## src/rtl/rrq_pkg.sv

```systemverilog
package rrq_pkg;
    typedef enum logic {
        PC_IDLE  = 1'b0,
        PC_DRAIN = 1'b1
    } pc_state_e;
endpackage

```

## src/rtl/rrq_fifo.sv

```systemverilog
module rrq_fifo #(
    parameter int W     = 16,
    parameter int DEPTH = 4
) (
    input  logic                          clk,
    input  logic                          rst_n,
    input  logic                          push,
    input  logic [W-1:0]                  push_data,
    input  logic                          pop,
    output logic [W-1:0]                  head,
    output logic [$clog2(DEPTH+1)-1:0]    count,
    output logic                          empty,
    output logic                          full
);
    localparam int PW = (DEPTH > 1) ? $clog2(DEPTH) : 1;
    localparam int CW = $clog2(DEPTH + 1);
    localparam logic [PW-1:0] LAST = PW'(DEPTH - 1);

    logic [W-1:0]  mem [DEPTH];
    logic [PW-1:0] wr_ptr, rd_ptr;
    logic [CW-1:0] cnt;

    always_ff @(posedge clk) begin
        if (push) mem[wr_ptr] <= push_data;
    end

    always_ff @(posedge clk or negedge rst_n) begin
        if (!rst_n) begin
            wr_ptr <= '0;
            rd_ptr <= '0;
            cnt    <= '0;
        end else begin
            if (push) wr_ptr <= (wr_ptr == LAST) ? '0 : wr_ptr + 1'b1;
            if (pop)  rd_ptr <= (rd_ptr == LAST) ? '0 : rd_ptr + 1'b1;
            cnt <= cnt + CW'(push) - CW'(pop);
        end
    end

    assign head  = mem[rd_ptr];
    assign count = cnt;
    assign empty = (cnt == '0);
    assign full  = (cnt == CW'(DEPTH));

    // nothing is written into a full queue
    assert_no_overflow_R9: assert property (@(posedge clk) disable iff (!rst_n)
        !(push && full))
        else $error("queue overflow");

    // only existing entries are removed
    assert_no_underflow_R4: assert property (@(posedge clk) disable iff (!rst_n)
        pop |-> !empty)
        else $error("queue underflow");
endmodule

```

## src/rtl/rrq_port_ctrl.sv

```systemverilog
module rrq_port_ctrl
    import rrq_pkg::*;
#(
    parameter int W     = 17,
    parameter int DEPTH = 4
) (
    input  logic         clk,
    input  logic         rst_n,
    input  logic         new_valid,
    input  logic [W-1:0] new_entry,
    input  logic         port_accept,
    input  logic         port_retry,
    output logic         port_valid,
    output logic [W-1:0] port_entry,
    output logic         q_full,
    output logic         direct_sent,
    output logic         drained_sent
);
    localparam int CW = $clog2(DEPTH + 1);

    pc_state_e     state_q, state_d;
    logic          push, pop, q_empty;
    logic [W-1:0]  q_head;
    logic [CW-1:0] q_count;

    rrq_fifo #(.W(W), .DEPTH(DEPTH)) fifo_i (
        .clk       (clk),
        .rst_n     (rst_n),
        .push      (push),
        .push_data (new_entry),
        .pop       (pop),
        .head      (q_head),
        .count     (q_count),
        .empty     (q_empty),
        .full      (q_full)
    );

    // state register
    always_ff @(posedge clk or negedge rst_n) begin
        if (!rst_n) state_q <= PC_IDLE;
        else        state_q <= state_d;
    end

    // next state
    always_comb begin
        state_d = state_q;
        unique case (state_q)
            PC_IDLE: begin
                if (port_retry && !q_empty) state_d = PC_DRAIN;
            end
            PC_DRAIN: begin
                if (!port_accept)                          state_d = PC_IDLE;
                else if (q_count == CW'(1) && !push)        state_d = PC_IDLE;
            end
        endcase
    end

    // outputs
    always_comb begin
        port_valid  = 1'b0;
        port_entry  = new_entry;
        pop         = 1'b0;
        direct_sent = 1'b0;
        unique case (state_q)
            PC_IDLE: begin
                port_valid  = new_valid && q_empty;
                port_entry  = new_entry;
                direct_sent = new_valid && q_empty && port_accept;
            end
            PC_DRAIN: begin
                port_valid = 1'b1;
                port_entry = q_head;
                pop        = port_accept;
            end
        endcase
        push         = new_valid && !direct_sent;
        drained_sent = pop;
    end

    // a refused head stays at the head and draining pauses
    assert_refusal_keeps_head_R5: assert property (@(posedge clk) disable iff (!rst_n)
        (state_q == PC_DRAIN && !port_accept) |=> (state_q == PC_IDLE && $stable(q_head)))
        else $error("refused head lost");

    // the queue only shrinks on an accepted port cycle
    assert_shrink_needs_accept_R4: assert property (@(posedge clk) disable iff (!rst_n)
        (q_count < $past(q_count)) |-> $past(port_valid && port_accept))
        else $error("entry removed without acceptance");

    // the port never shows a new request while older entries wait
    assert_queue_first_R3: assert property (@(posedge clk) disable iff (!rst_n)
        (port_valid && q_count != '0) |-> (port_entry == q_head))
        else $error("queued entries bypassed");
endmodule

```

## src/rtl/rrq_notify.sv

```systemverilog
module rrq_notify #(
    parameter int N_IFC = 2
) (
    input  logic             clk,
    input  logic             rst_n,
    input  logic             fire,
    output logic [N_IFC-1:0] up_retry
);
    for (genvar i = 0; i < N_IFC; i++) begin : g_ifc
        always_ff @(posedge clk or negedge rst_n) begin
            if (!rst_n) up_retry[i] <= 1'b0;
            else        up_retry[i] <= fire;
        end
    end
endmodule

```

## src/rtl/req_retry_queue.sv

```systemverilog
module req_retry_queue #(
    parameter int DATA_W     = 16,
    parameter int MAIN_DEPTH = 4,
    parameter int WALK_DEPTH = 4,
    parameter int N_IFC      = 2
) (
    input  logic              clk,
    input  logic              rst_n,
    input  logic              walk_port_present,
    input  logic              in_valid,
    input  logic              in_final,
    input  logic [DATA_W-1:0] in_data,
    output logic              in_ready,
    output logic              mp_valid,
    output logic              mp_final,
    output logic [DATA_W-1:0] mp_data,
    input  logic              mp_accept,
    input  logic              mp_retry,
    output logic              wp_valid,
    output logic [DATA_W-1:0] wp_data,
    input  logic              wp_accept,
    input  logic              wp_retry,
    output logic [N_IFC-1:0]  up_retry
);
    localparam int MAIN_W = DATA_W + 1;

    logic              walk_en_q;
    logic              take, to_walk;
    logic              main_full, walk_full;
    logic              main_direct, main_drained, walk_direct, walk_drained;
    logic [MAIN_W-1:0] main_entry;
    logic              fire;

    // steering strap is captured only while reset is held
    always_ff @(posedge clk) begin
        if (!rst_n) walk_en_q <= walk_port_present;
    end

    assign in_ready = !main_full && !walk_full;
    assign take     = in_valid && in_ready;
    assign to_walk  = walk_en_q && !in_final;

    rrq_port_ctrl #(.W(MAIN_W), .DEPTH(MAIN_DEPTH)) main_ctrl_i (
        .clk          (clk),
        .rst_n        (rst_n),
        .new_valid    (take && !to_walk),
        .new_entry    ({in_final, in_data}),
        .port_accept  (mp_accept),
        .port_retry   (mp_retry),
        .port_valid   (mp_valid),
        .port_entry   (main_entry),
        .q_full       (main_full),
        .direct_sent  (main_direct),
        .drained_sent (main_drained)
    );

    assign mp_final = main_entry[DATA_W];
    assign mp_data  = main_entry[DATA_W-1:0];

    rrq_port_ctrl #(.W(DATA_W), .DEPTH(WALK_DEPTH)) walk_ctrl_i (
        .clk          (clk),
        .rst_n        (rst_n),
        .new_valid    (take && to_walk),
        .new_entry    (in_data),
        .port_accept  (wp_accept),
        .port_retry   (wp_retry),
        .port_valid   (wp_valid),
        .port_entry   (wp_data),
        .q_full       (walk_full),
        .direct_sent  (walk_direct),
        .drained_sent (walk_drained)
    );

    assign fire = main_direct || walk_direct || (main_drained && mp_final);

    rrq_notify #(.N_IFC(N_IFC)) notify_i (
        .clk      (clk),
        .rst_n    (rst_n),
        .fire     (fire),
        .up_retry (up_retry)
    );

    // walk port idle when it was not strapped present
    assert_walk_unused_R6: assert property (@(posedge clk) disable iff (!rst_n)
        !walk_en_q |-> !wp_valid)
        else $error("walk port used while absent");

    // steering does not change after reset
    assert_walk_sel_frozen_R7: assert property (@(posedge clk) disable iff (!rst_n)
        $stable(walk_en_q))
        else $error("steering changed after reset");

    // a notification follows an accepted send
    assert_retry_after_send_R8: assert property (@(posedge clk) disable iff (!rst_n)
        up_retry[0] |-> $past((mp_valid && mp_accept) || (wp_valid && wp_accept)))
        else $error("notification without send");

    // every interface sees the same pulse
    assert_ifc_agree_R8: assert property (@(posedge clk) disable iff (!rst_n)
        (up_retry == '0) || (&up_retry))
        else $error("interfaces disagree");

    // a drained walk fetch alone raises nothing
    assert_walk_drain_quiet_R8: assert property (@(posedge clk) disable iff (!rst_n)
        (walk_drained && !main_direct && !main_drained) |=> (up_retry == '0))
        else $error("drained walk fetch notified");
endmodule

```

## config.mk

```make
export PLATFORM = sky130hd
export DESIGN_NAME = req_retry_queue
export DESIGN_NICKNAME = d
export VERILOG_FILES = /design/src/rtl/rrq_pkg.sv /design/src/rtl/rrq_fifo.sv /design/src/rtl/rrq_port_ctrl.sv /design/src/rtl/rrq_notify.sv /design/src/rtl/req_retry_queue.sv
export SDC_FILE = /design/constraint.sdc
export NUM_CORES = 1
export LEC_CHECK = 0
export BUFFER_PORTS_ARGS = -buffer_cell sky130_fd_sc_hd__buf_2
export CAP_MARGIN = 30
export CELL_PAD_IN_SITES_DETAIL_PLACEMENT = 0
export CELL_PAD_IN_SITES_GLOBAL_PLACEMENT = 1
export CORE_MARGIN = 5
export CORE_UTILIZATION = 25
export CTS_CLUSTER_SIZE = 8
export DETAILED_ROUTE_END_ITERATION = 6
export PLACE_DENSITY_LB_ADDON = 0.1
export SYNTH_ARGS = -nofsm -noshare
export SYNTH_HDL_FRONTEND = slang
export SYNTH_SLANG_ARGS = --single-unit
```

## constraint.sdc

```tcl
create_clock -name clk -period 1.98 [get_ports clk]
set_input_delay 0.297 -clock clk [delete_from_list [all_inputs] [get_ports clk]]
set_output_delay 0.297 -clock clk [all_outputs]
set_load 0.005 [all_outputs]
```

==> Word-level counts from Yosys, hierarchy flattened <==
Memories as Yosys holds them, arrays and structs flattened.
Cells that the tools add are included.
{ "word_totals": {"ff_bits": 18, "ramBits": 132, "input_bits": 25, "out_inout_bits": 38, "wordCells": 84, "memories": 2} }
{ "memory_table": {"columns": ["memory", "words", "word_bits", "read_ports", "rd_ports_with_merged_regs", "wr", "line", "rtl"], "rows": [
  ["main_ctrl_i.fifo_i.mem", 4, 17, 1, 0, 1, "rrq_fifo.sv:19", "logic [W-1:0] mem [DEPTH];"],
  ["walk_ctrl_i.fifo_i.mem", 4, 16, 1, 0, 1, "rrq_fifo.sv:19", null]
]} }
{ "classes": {"add_sub_neg": 8, "n_eq_ne": 8, "muxes": 24, "n_bitwise": 2, "reduce_logical": 30} }
{ "op_table": {"columns": ["op", "n"], "rows": [
  ["17-bit case mux with 2 select lines", 1],
  ["16-bit case mux with 2 select lines", 1],
  ["1-bit logical AND", 16],
  ["1-bit 2-to-1 mux", 14],
  ["1-bit zero test", 10],
  ["2-bit by 1-bit adder with 2-bit output, second input constant", 4],
  ["2-bit equality test, second input constant", 4],
  ["2-bit 2-to-1 mux", 4],
  ["1-bit case mux with 2 select lines", 4],
  ["3-bit by 1-bit adder with 3-bit output", 2],
  ["3-bit by 1-bit equality test with 1-bit output, second input constant", 2],
  ["3-bit equality test, second input constant", 2],
  ["3-bit zero test", 2],
  ["3-bit by 1-bit subtractor with 3-bit output", 2],
  ["1-bit logical OR", 2],
  ["1-bit inverter", 2]
]} }

==> Depth between registers and ports, before layout <==
Gate-level depths: netlist of the first run.
{ "logic_depth": {"ltp_word": 15, "depth_mapped": 8, "ltp_nobuf": 8} }

==> By module <==
From an unflattened synthesis of the first run, not the netlist that was laid out.
{ "unflattened": {"hier_cells": 310, "area_unflattened_um2": 6394.9} }
{ "modules_own_cells": {"columns": ["module", "n_inst", "cells_each", "area_each_um2", "seq_area_each_um2"], "rows": [
  ["rrq_fifo at main_ctrl_i.fifo_i", 1, 125, 2907.8, 2217.1],
  ["rrq_fifo at walk_ctrl_i.fifo_i", 1, 120, 2761.4, 2097.0],
  ["rrq_port_ctrl at main_ctrl_i", 1, 28, 310.3, 25.0],
  ["rrq_port_ctrl at walk_ctrl_i", 1, 27, 306.5, 25.0],
  ["req_retry_queue", 1, 8, 76.3, 30.0],
  ["rrq_notify", 1, 2, 32.5, 25.0]
]} }

==> Worst setup path before layout of the first run <==
No wires, ideal clock.
{ "synth_timing": {"kind": "flip-flop to flip-flop", "startpoint": "register main_ctrl_i.fifo_i.cnt[0] (netlist: main_ctrl_i.fifo_i.count[0])", "endpoint": "register main_ctrl_i.fifo_i.cnt[2] (netlist: main_ctrl_i.fifo_i.count[2])", "setup_time_ps": 123, "arrival_ps": 1928, "t_required_ps": 1857, "slack_ps": -71, "path_stages_with_launch": 9, "n_path_buf": 1, "cell_sequence": "dfrtp_1 -> nor3_1 -> nand3b_1 -> and4_1 -> buf_2 -> ha_1 -> fa_1 -> xnor2_1 -> xnor2_1"} }
{ "synth_via": {"elab_chain_cells": 12} }
{ "synth_lines": {"columns": ["element", "line", "rtl"], "rows": [
  ["start, declared", "rrq_fifo.sv:21", "logic [CW-1:0] cnt;"],
  ["start signal, assigned", "rrq_fifo.sv:35", "cnt <= cnt + CW'(push) - CW'(pop);"],
  ["3-bit equality test", "rrq_fifo.sv:42", "assign full = (cnt == CW'(DEPTH));"],
  ["1-bit zero test", "req_retry_queue.sv:39", "assign in_ready = !main_full && !walk_full;"],
  ["1-bit logical AND", "req_retry_queue.sv:39", null],
  ["1-bit logical AND", "req_retry_queue.sv:40", "assign take = in_valid && in_ready;"],
  ["1-bit logical AND", "req_retry_queue.sv:46", ".new_valid (take && !to_walk),"],
  ["1-bit logical AND (2 in series)", "rrq_port_ctrl.sv:68", "direct_sent = new_valid && q_empty && port_accept;"],
  ["1-bit 2-to-1 mux", "rrq_port_ctrl.sv:64", "unique case (state_q)"],
  ["1-bit zero test", "rrq_port_ctrl.sv:76", "push = new_valid && !direct_sent;"],
  ["1-bit logical AND *", "rrq_port_ctrl.sv:76", null],
  ["via main_ctrl_i.fifo_i.push", "rrq_fifo.sv:7", "input logic push,"],
  ["3-bit by 1-bit adder with 3-bit output *", "rrq_fifo.sv:35", null],
  ["3-bit by 1-bit subtractor with 3-bit output *", "rrq_fifo.sv:35", null]
]} }
The timed path passes the listed nets; every way through them passes the cells marked *.
A chain may end at the register's enable or synchronous reset.

==> Worst setup path after layout of the first run <==
{ "layout_timing": {"startpoint": "register main_ctrl_i.fifo_i.rd_ptr[0]", "endpoint": "output port mp_final"} }
{ "layout_via": {"elab_chain_cells": 2} }
{ "layout_lines": {"columns": ["element", "line", "rtl"], "rows": [
  ["start, declared", "rrq_fifo.sv:20", "logic [PW-1:0] wr_ptr, rd_ptr;"],
  ["start signal, assigned", "rrq_fifo.sv:34", "if (pop) rd_ptr <= (rd_ptr == LAST) ? '0 : rd_ptr + 1'b1;"],
  ["memory 4 x 17 bit", null, null],
  ["17-bit case mux with 2 select lines", "rrq_port_ctrl.sv:64", null],
  ["end, declared", "req_retry_queue.sv:15", "output logic mp_final,"]
]} }
No other way between the ends.

==> impl_results.md, run 1 <==
* Post-layout util at 0.341
* Row cnt at 58
* Syn. warnings at 0
* Die width at between 150 and 200 µm
* Worst setup margin at -0.285 ns
* Final Cycle Share at 1.14
* Clk Latency, worst-skew pair at 0.42 ns
* Antenna Violating Nets Remaining at 0
* Status: finished with violations
* RSZ-0062 raised after global routing: yes
* Worst-case clock buffer depth at 2
* Worst Path Max Fanout at 9
* Total global-route track usage at 0.106
* Layout cell share with drive strength beyond 1 at 0.535
* Routability congestion estimate at 0.658
* Total of max-cap violations at 0
* CTS tree: yes
* Violated checks: setup timing
* Crit path cell chain: buf_12, mux4_2, mux2_4, buf_6
* Logic pwr share at 0.398
* Switch Pwr at 0.00366 W
* Setup WS pre-CTS at 0.00255 ns
* Vias at 3,280
* First-pass GRT wire length at approximately 22,000 µm
* Worst EP arrival at 1.97 ns
* HP Class: in -> reg
* Min cycle time layout at ~2.3 ns
* Reg2Reg Setup Slack at -0.03 ns
* Worst setup SP type: register
* Ys async rst share at 0.113
* Final hold violation count at 0
* Ant. Diodes at 0
* Clock share of power at 0.256
* Worst-path clk slew at around 0.06 ns
* Highest-delay cell along the critical path: mux4_2
* Slew @ Worst Pin at 0.374 ns
* Pwr per Cell Area at about 1400 nW/µm²
* Area of the mapped netlist at 6300 µm²
* Most frequent cells in the layout: 133 x edfxtp_1, 35 x buf_6, 33 x mux4_2, 33 x buf_2
* Ports at 63
* IO Port Bufs at 62
* Post-synth cell types at 38
* Vias in the first global route at 3,607
* Grt ovf at 0
* DRC viols at 0
* Die area at 28,500 µm²
* CTS H-tree lvls at 4
* Area grow syn2layout at 35.3%
* Number of register bits inferred by synthesis at 150
* Syn Inst Count at 315
* Sw frac at 0.299
* CTS root buf: clkbuf_16
* Clock sinks at 150
* Final WL at 14,900 µm
* Worst setup path category: reg -> out
* Syn nets at 356
* Hold WS at 0.0666 ns
* Most common cell after layout, fill and taps aside: edfxtp_1
* CP peak stage delay at 0.54 ns
* CTS Buf Count at 17
* Via/cell ratio at 4.21
* Number of synthesized flops with an enable pin at approximately 130
* Avg WL per Cell at around 19 µm
* NumNets Final at 477
* VDD IR max at 500 µV
* Final Skew at ~0.0093 ns
* Mean Syn Cell Area at around 20 µm²
* Post-synthesis sequential area ratio at 0.701
* Top_reg_cell synth: edfxtp_1
* F_max at 442 MHz
* Overall power at between 0.01 and 0.015 W
* Sequential cell fraction of total power at 0.346
* Post-route cell area at ~8500 µm²
* Leak at 3.16 nW
* Core area at about 25,000 µm²
* CP required at around 1.7 ns
* First-pass iteration count of the detailed router at 4
* Internal at ~0.0086 W
* Setup crit end kind: output port
* Slew headroom at 0.751
* Initial antenna violation count at 0
* Pins Over Slew Limit at 0
* DPL Wire Length at slightly above 9000 µm
* Initial core utilization at 0.252
* Largest net degree at the start of global routing at 18
* Final setup fails at 61
* Initial drt markers at roughly 110
* Die Y at between 150 and 200 µm
* Placed cell areas at 7330 µm²
==> power groups by stage <==
| stage | Clock, W | Combinational, W | Sequential (W) |
|---|---|---|---|
| floorplan | 0 | 0.00237 | 0.00420 |
| global placement | 0 | 0.00387 | 0.00428 |
| detailed placement | 0 | 0.00389 | 0.00429 |
| CTS | 0.00325 | 0.00459 | 0.00424 |
| global route | 0.00338 | 0.00533 | 0.00428 |
| finish | 0.00314 | 0.00487 | 0.00424 |
==> metal layers <==
layer  routed length, µm  GRT usage  part of all wire  up-vias
met3                 430     0.0292             0.029        7
met5                   0          0                 0        -
met2                7450      0.174              0.50       53
li1                    -          -                 -     1497
met1                6910      0.139              0.46     1723
met4                 113     0.0265            0.0076        0
==> synthesized netlist by cell type (4+ instances only) <==
cell | instances | area (µm²)
mux4_2 | 33 | 743
dfrtp_1 | 17 | 425
buf_2 | 5 | 25.0
clkbuf_1 | 4 | 15.0
and2_2 | 4 | 30.0
ha_1 | 14 | 175
edfxtp_1 | 133 | 3990
and2_1 | 4 | 25.0
inv_1 | 17 | 63.8
mux2_2 | 37 | 417
nor3_1 | 5 | 25.0
nor2_1 | 4 | 15.0
==> registers in the layout (all words and copies together) (netlist names) <==
register	flops
walk_ctrl_i.state_q	1
walk_ctrl_i.fifo_i.wr_ptr	2
main_ctrl_i.fifo_i.mem	68
walk_ctrl_i.fifo_i.mem	64
walk_ctrl_i.fifo_i.rd_ptr	2
walk_ctrl_i.fifo_i.count	3
main_ctrl_i.fifo_i.rd_ptr	2
main_ctrl_i.fifo_i.count	3
main_ctrl_i.state_q	1
main_ctrl_i.fifo_i.wr_ptr	2
walk_en_q	1
notify_i.up_retry	1
==> logic make-up (layout without fill, tap and decap cells) <==
logic type                 count (synthesis)  in the layout  share of synthesized area
AOI/OAI and AO/OA                         12             12                     0.0173
xor gates and xnor gates                   4              4                    0.00556
adders and majority gates                 16             16                     0.0341
buffers and inverters                     31            165                     0.0236
DFF                                      150            150                      0.701
muxes                                     72             72                      0.189
and+or+nand+nor                           30             30                     0.0298
==> worst max-delay path: cells and delay by family (launching register included) <==
kind | cells | cell delay [ns]
DFF | 1 | 0.43
muxes | 2 | 0.83
buffers and inverters | 2 | 0.29
==> stage by stage <==
step,setup TNS (ns),instances
after floorplan,0,315
after global routing,-15.85,779
after global placement,0,725
after CTS,-9.84,767
after detailed placement,0,725
final,-8.51,779
==> path summary, 6_finish.rpt <==
check                                             start                            to  depth (start not counted)
setup reg to reg            main_ctrl_i.fifo_i.count[1]   main_ctrl_i.fifo_i.count[2]                          9
min in group asynchronous                         rst_n          notify_i.up_retry[1]                          3
setup / recovery           main_ctrl_i.fifo_i.rd_ptr[0]                      mp_final                          4
hold reg to reg            walk_ctrl_i.fifo_i.wr_ptr[1]  walk_ctrl_i.fifo_i.wr_ptr[1]                          1
hold / removal                        walk_port_present                     walk_en_q                          1
max in group asynchronous                         rst_n  walk_ctrl_i.fifo_i.rd_ptr[0]                          3
==> repair_timing <==
action,in CTS,in global routing
pin swaps,7,10
setup buffers,9,10
hold buffers,1,0
setup endpoints to repair,36,102
gates cloned,0,4
endpoints found under the hold margin,17,0
gates resized for setup,51,35
==> final cells by class <==
cell class,count,area (µm²)
clock buffers,17,425
clock inverters,15,146
fillers,2447,16500
inverters,17,63.8
multi-input cells,134,1920
flip-flops and latches,150,4420
well taps,330,413
repair buffers,116,1140
Power figures use the tool's default switching activity.
==> inputs of run 2 (changes only) <==
Settings changed: CORE_UTILIZATION 25 to 40, CTS_BUF_LIST from default to sky130_fd_sc_hd__clkbuf_4, RECOVER_POWER from default to 25.
==> impl_results.md, run 2 (synthesized netlist as in run 1, its figures left out) <==
* Hold WS at 0.0860 ns (+0.0193 ns)
* Met1 Track Usage GR at 0.200 (+0.0607)
* Leak at 2.99 nW (-5.5%)
* Total of max-cap violations at 0 (unchanged)
* Largest register FFs at 68 (unchanged)
* Global Route met2 Usage at 0.241 (+0.0671)
* Slew @ Worst Pin at 0.503 ns (+0.129 ns)
* Highest-delay cell along the critical path: mux4_2
* Status: finished with violations
* Clock sinks at 150 (unchanged)
* Initial drt markers at 175 (+56%)
* Worst setup SP type: register
* DPL Wire Length at 8090 µm (-12%)
* Non-Filler Instances at 658 (-16%)
* Violated checks: setup timing
* CP peak stage delay at 0.55 ns (about the same)
* Largest net degree at the start of global routing at 18 (unchanged)
* Total global-route track usage at 0.150 (+0.0447)
* Die area at 18,400 µm² (-36%)
* Post-route cell area at 8060 µm² (-5.5%)
* CP required at 1.68 ns (about the same)
* Clk Latency, worst-skew pair at 0.53 ns (+0.11 ns)
* Die width at 136 µm (-20%)
* CTS H-tree lvls at 4 (unchanged)
* First-pass GRT wire length at 20,300 µm (-8.9%)
* Layout cell share with drive strength beyond 1 at 0.503 (-0.0312)
* CTS Buf Count at 17 (unchanged)
* Initial antenna violation count at 0 (unchanged)
* Initial core utilization at 0.412 (+0.160)
* WP buf/inv at 2 (unchanged)
* NumNets Final at 475 (-0.42%)
* GRT busiest layer: met2
* Pwr per Cell Area at 1370 nW/µm² (-4.8%)
* Min cycle time layout at 2.40 ns (+0.134 ns)
* Core area at 15,300 µm² (-39%)
* Setup WS pre-CTS at -0.00484 ns (-0.00739 ns)
* Ports at 63 (unchanged)
* DRC viols at 0 (unchanged)
* Final Cycle Share at 1.21 (+0.0677)
* HP Class: in -> reg
* Final WL at 13,500 µm (-9.6%)
* Final hold violation count at 0 (unchanged)
* Placed insts at 605 (-17%)
* Worst-path clk slew at 0.12 ns (+0.06 ns)
* Pins Over Slew Limit at 0 (unchanged)
* Grt ovf at 0 (unchanged)
* Via/cell ratio at 4.93 (+17%)
* Antenna Violating Nets Remaining at 0 (unchanged)
* Post-layout util at 0.526 (+0.185)
* Worst-case clock buffer depth at 2 (unchanged)
* Area grow syn2layout at 27.8%
* VDD IR max at 582 µV (+16%)
* Die Y at 136 µm (-20%)
* Largest regs: main_ctrl_i.fifo_i.mem x68, walk_ctrl_i.fifo_i.mem x64
* Most frequent cells in the layout: 133 x edfxtp_1, 35 x buf_6, 33 x mux4_2
* Ant. Diodes at 0 (unchanged)
* Met3 Use GR at 0.0412 (+0.0120)
* Vias at 3,244 (-1.1%)
* Crit path cell chain: buf_12, mux4_2, mux2_4, buf_6
* Crit path max-delay family: multiplexers
* Placed cell areas at 7140 µm² (-2.6%)
* First-pass iteration count of the detailed router at 4 (unchanged)
* F_max at 417 MHz (-5.6%)
* Routability congestion estimate at 0.710 (+7.9%)
* CTS root buf: clkbuf_4
* Row cnt at 45 (-22%)
* Setup crit end kind: output port
* Worst setup margin at -0.419 ns (-0.134 ns)
* Largest Register: main_ctrl_i.fifo_i.mem
* CTS tree: yes
* Slew headroom at 0.665 (-0.0862)
* Most common cell after layout, fill and taps aside: edfxtp_1
* Final Skew at 0.0197 ns (+0.0104 ns)
* Worst EP arrival at 2.10 ns (+0.13 ns)
* Final setup fails at 79 (+30%)
* Avg WL per Cell at 20.5 µm (+7.1%)
* Worst setup path category: reg -> out
* RSZ-0062 raised after global routing: yes
* IO Port Bufs at 62 (unchanged)
* Vias in the first global route at 3,603 (-0.11%)
* Worst Path Max Fanout at 6 (-3)
run 2: cell types whose count changed in the layout (fill, tap and decap cells not counted), sizes merged:
cell / delta
buf: -16
clkinvlp: -1
clkinv: +1
inv: -4
bufinv: +2
clkbuf: +13
dlygate4sd3: +3
run 2: worst paths after layout:
kind / from / depth (start not counted) / slack (ns) / end
max in group asynchronous: rst_n / 3 / 1.50 / main_ctrl_i.fifo_i.count[2]
min reg2reg: main_ctrl_i.fifo_i.wr_ptr[1] / 1 / 0.58 / main_ctrl_i.fifo_i.wr_ptr[1]
min in group asynchronous: rst_n / 3 / 0.26 / main_ctrl_i.fifo_i.rd_ptr[1]
max: main_ctrl_i.fifo_i.rd_ptr[0] / 4 / -0.42 / mp_final
min: in_data[10] / 1 / 0.09 / main_ctrl_i.fifo_i.mem[0][10]
max reg2reg: walk_ctrl_i.fifo_i.count[2] / 6 / -0.07 / walk_ctrl_i.fifo_i.count[1]
run 2: through the flow:
| stage | TNS, ns | power (W) |
|---|---|---|
| 2_1_floorplan | 0 | 0.00657 |
| 3_3_place_gp | 0 | 0.00796 |
| 3_5_place_dp | -0.00484 | 0.00801 |
| 4_1_cts | -15.88 | 0.0106 |
| 5_1_grt | -21.41 | 0.0117 |
| 6_report | -12.45 | 0.0110 |
run 2: layer usage:
| layer | up-vias | part of all wire |
|---|---|---|
| li1 | 1492 | - |
| met1 | 1673 | 0.45 |
| met2 | 70 | 0.50 |
| met3 | 9 | 0.038 |
| met4 | 0 | 0.013 |
| met5 | - | 0 |
run 2: final cells by class:
type / count / area (µm²)
Clock inverter: 13 / 154
Multi-Input combinational cell: 134 / 1920
Inverter: 17 / 63.8
Tap cell: 211 / 264
Clock buffer: 19 / 143
Sequential cell: 150 / 4420
Fill cell: 1315 / 7260
Timing Repair Buffer: 114 / 1090
run 2: power by group:
group / total (W) / switching [W] / internal, W / leakage (nW)
clock network: 0.00196 / 0.00106 / 0.000899 / 0.160
registers: 0.00423 / 0.000275 / 0.00396 / 1.41
logic: 0.00481 / 0.00198 / 0.00283 / 1.42
total: 0.0110 / 0.00332 / 0.00769 / 2.99
run 2: timing repair:
item                                    in CTS  in global routing
hold buffers                                 2                  2
pin swaps                                    3                  9
buffers inserted                             8                  3
gates resized for setup                     46                 53
endpoints found under the setup margin      35                167
cloned                                       1                  5
endpoints found under the hold margin       18                 15
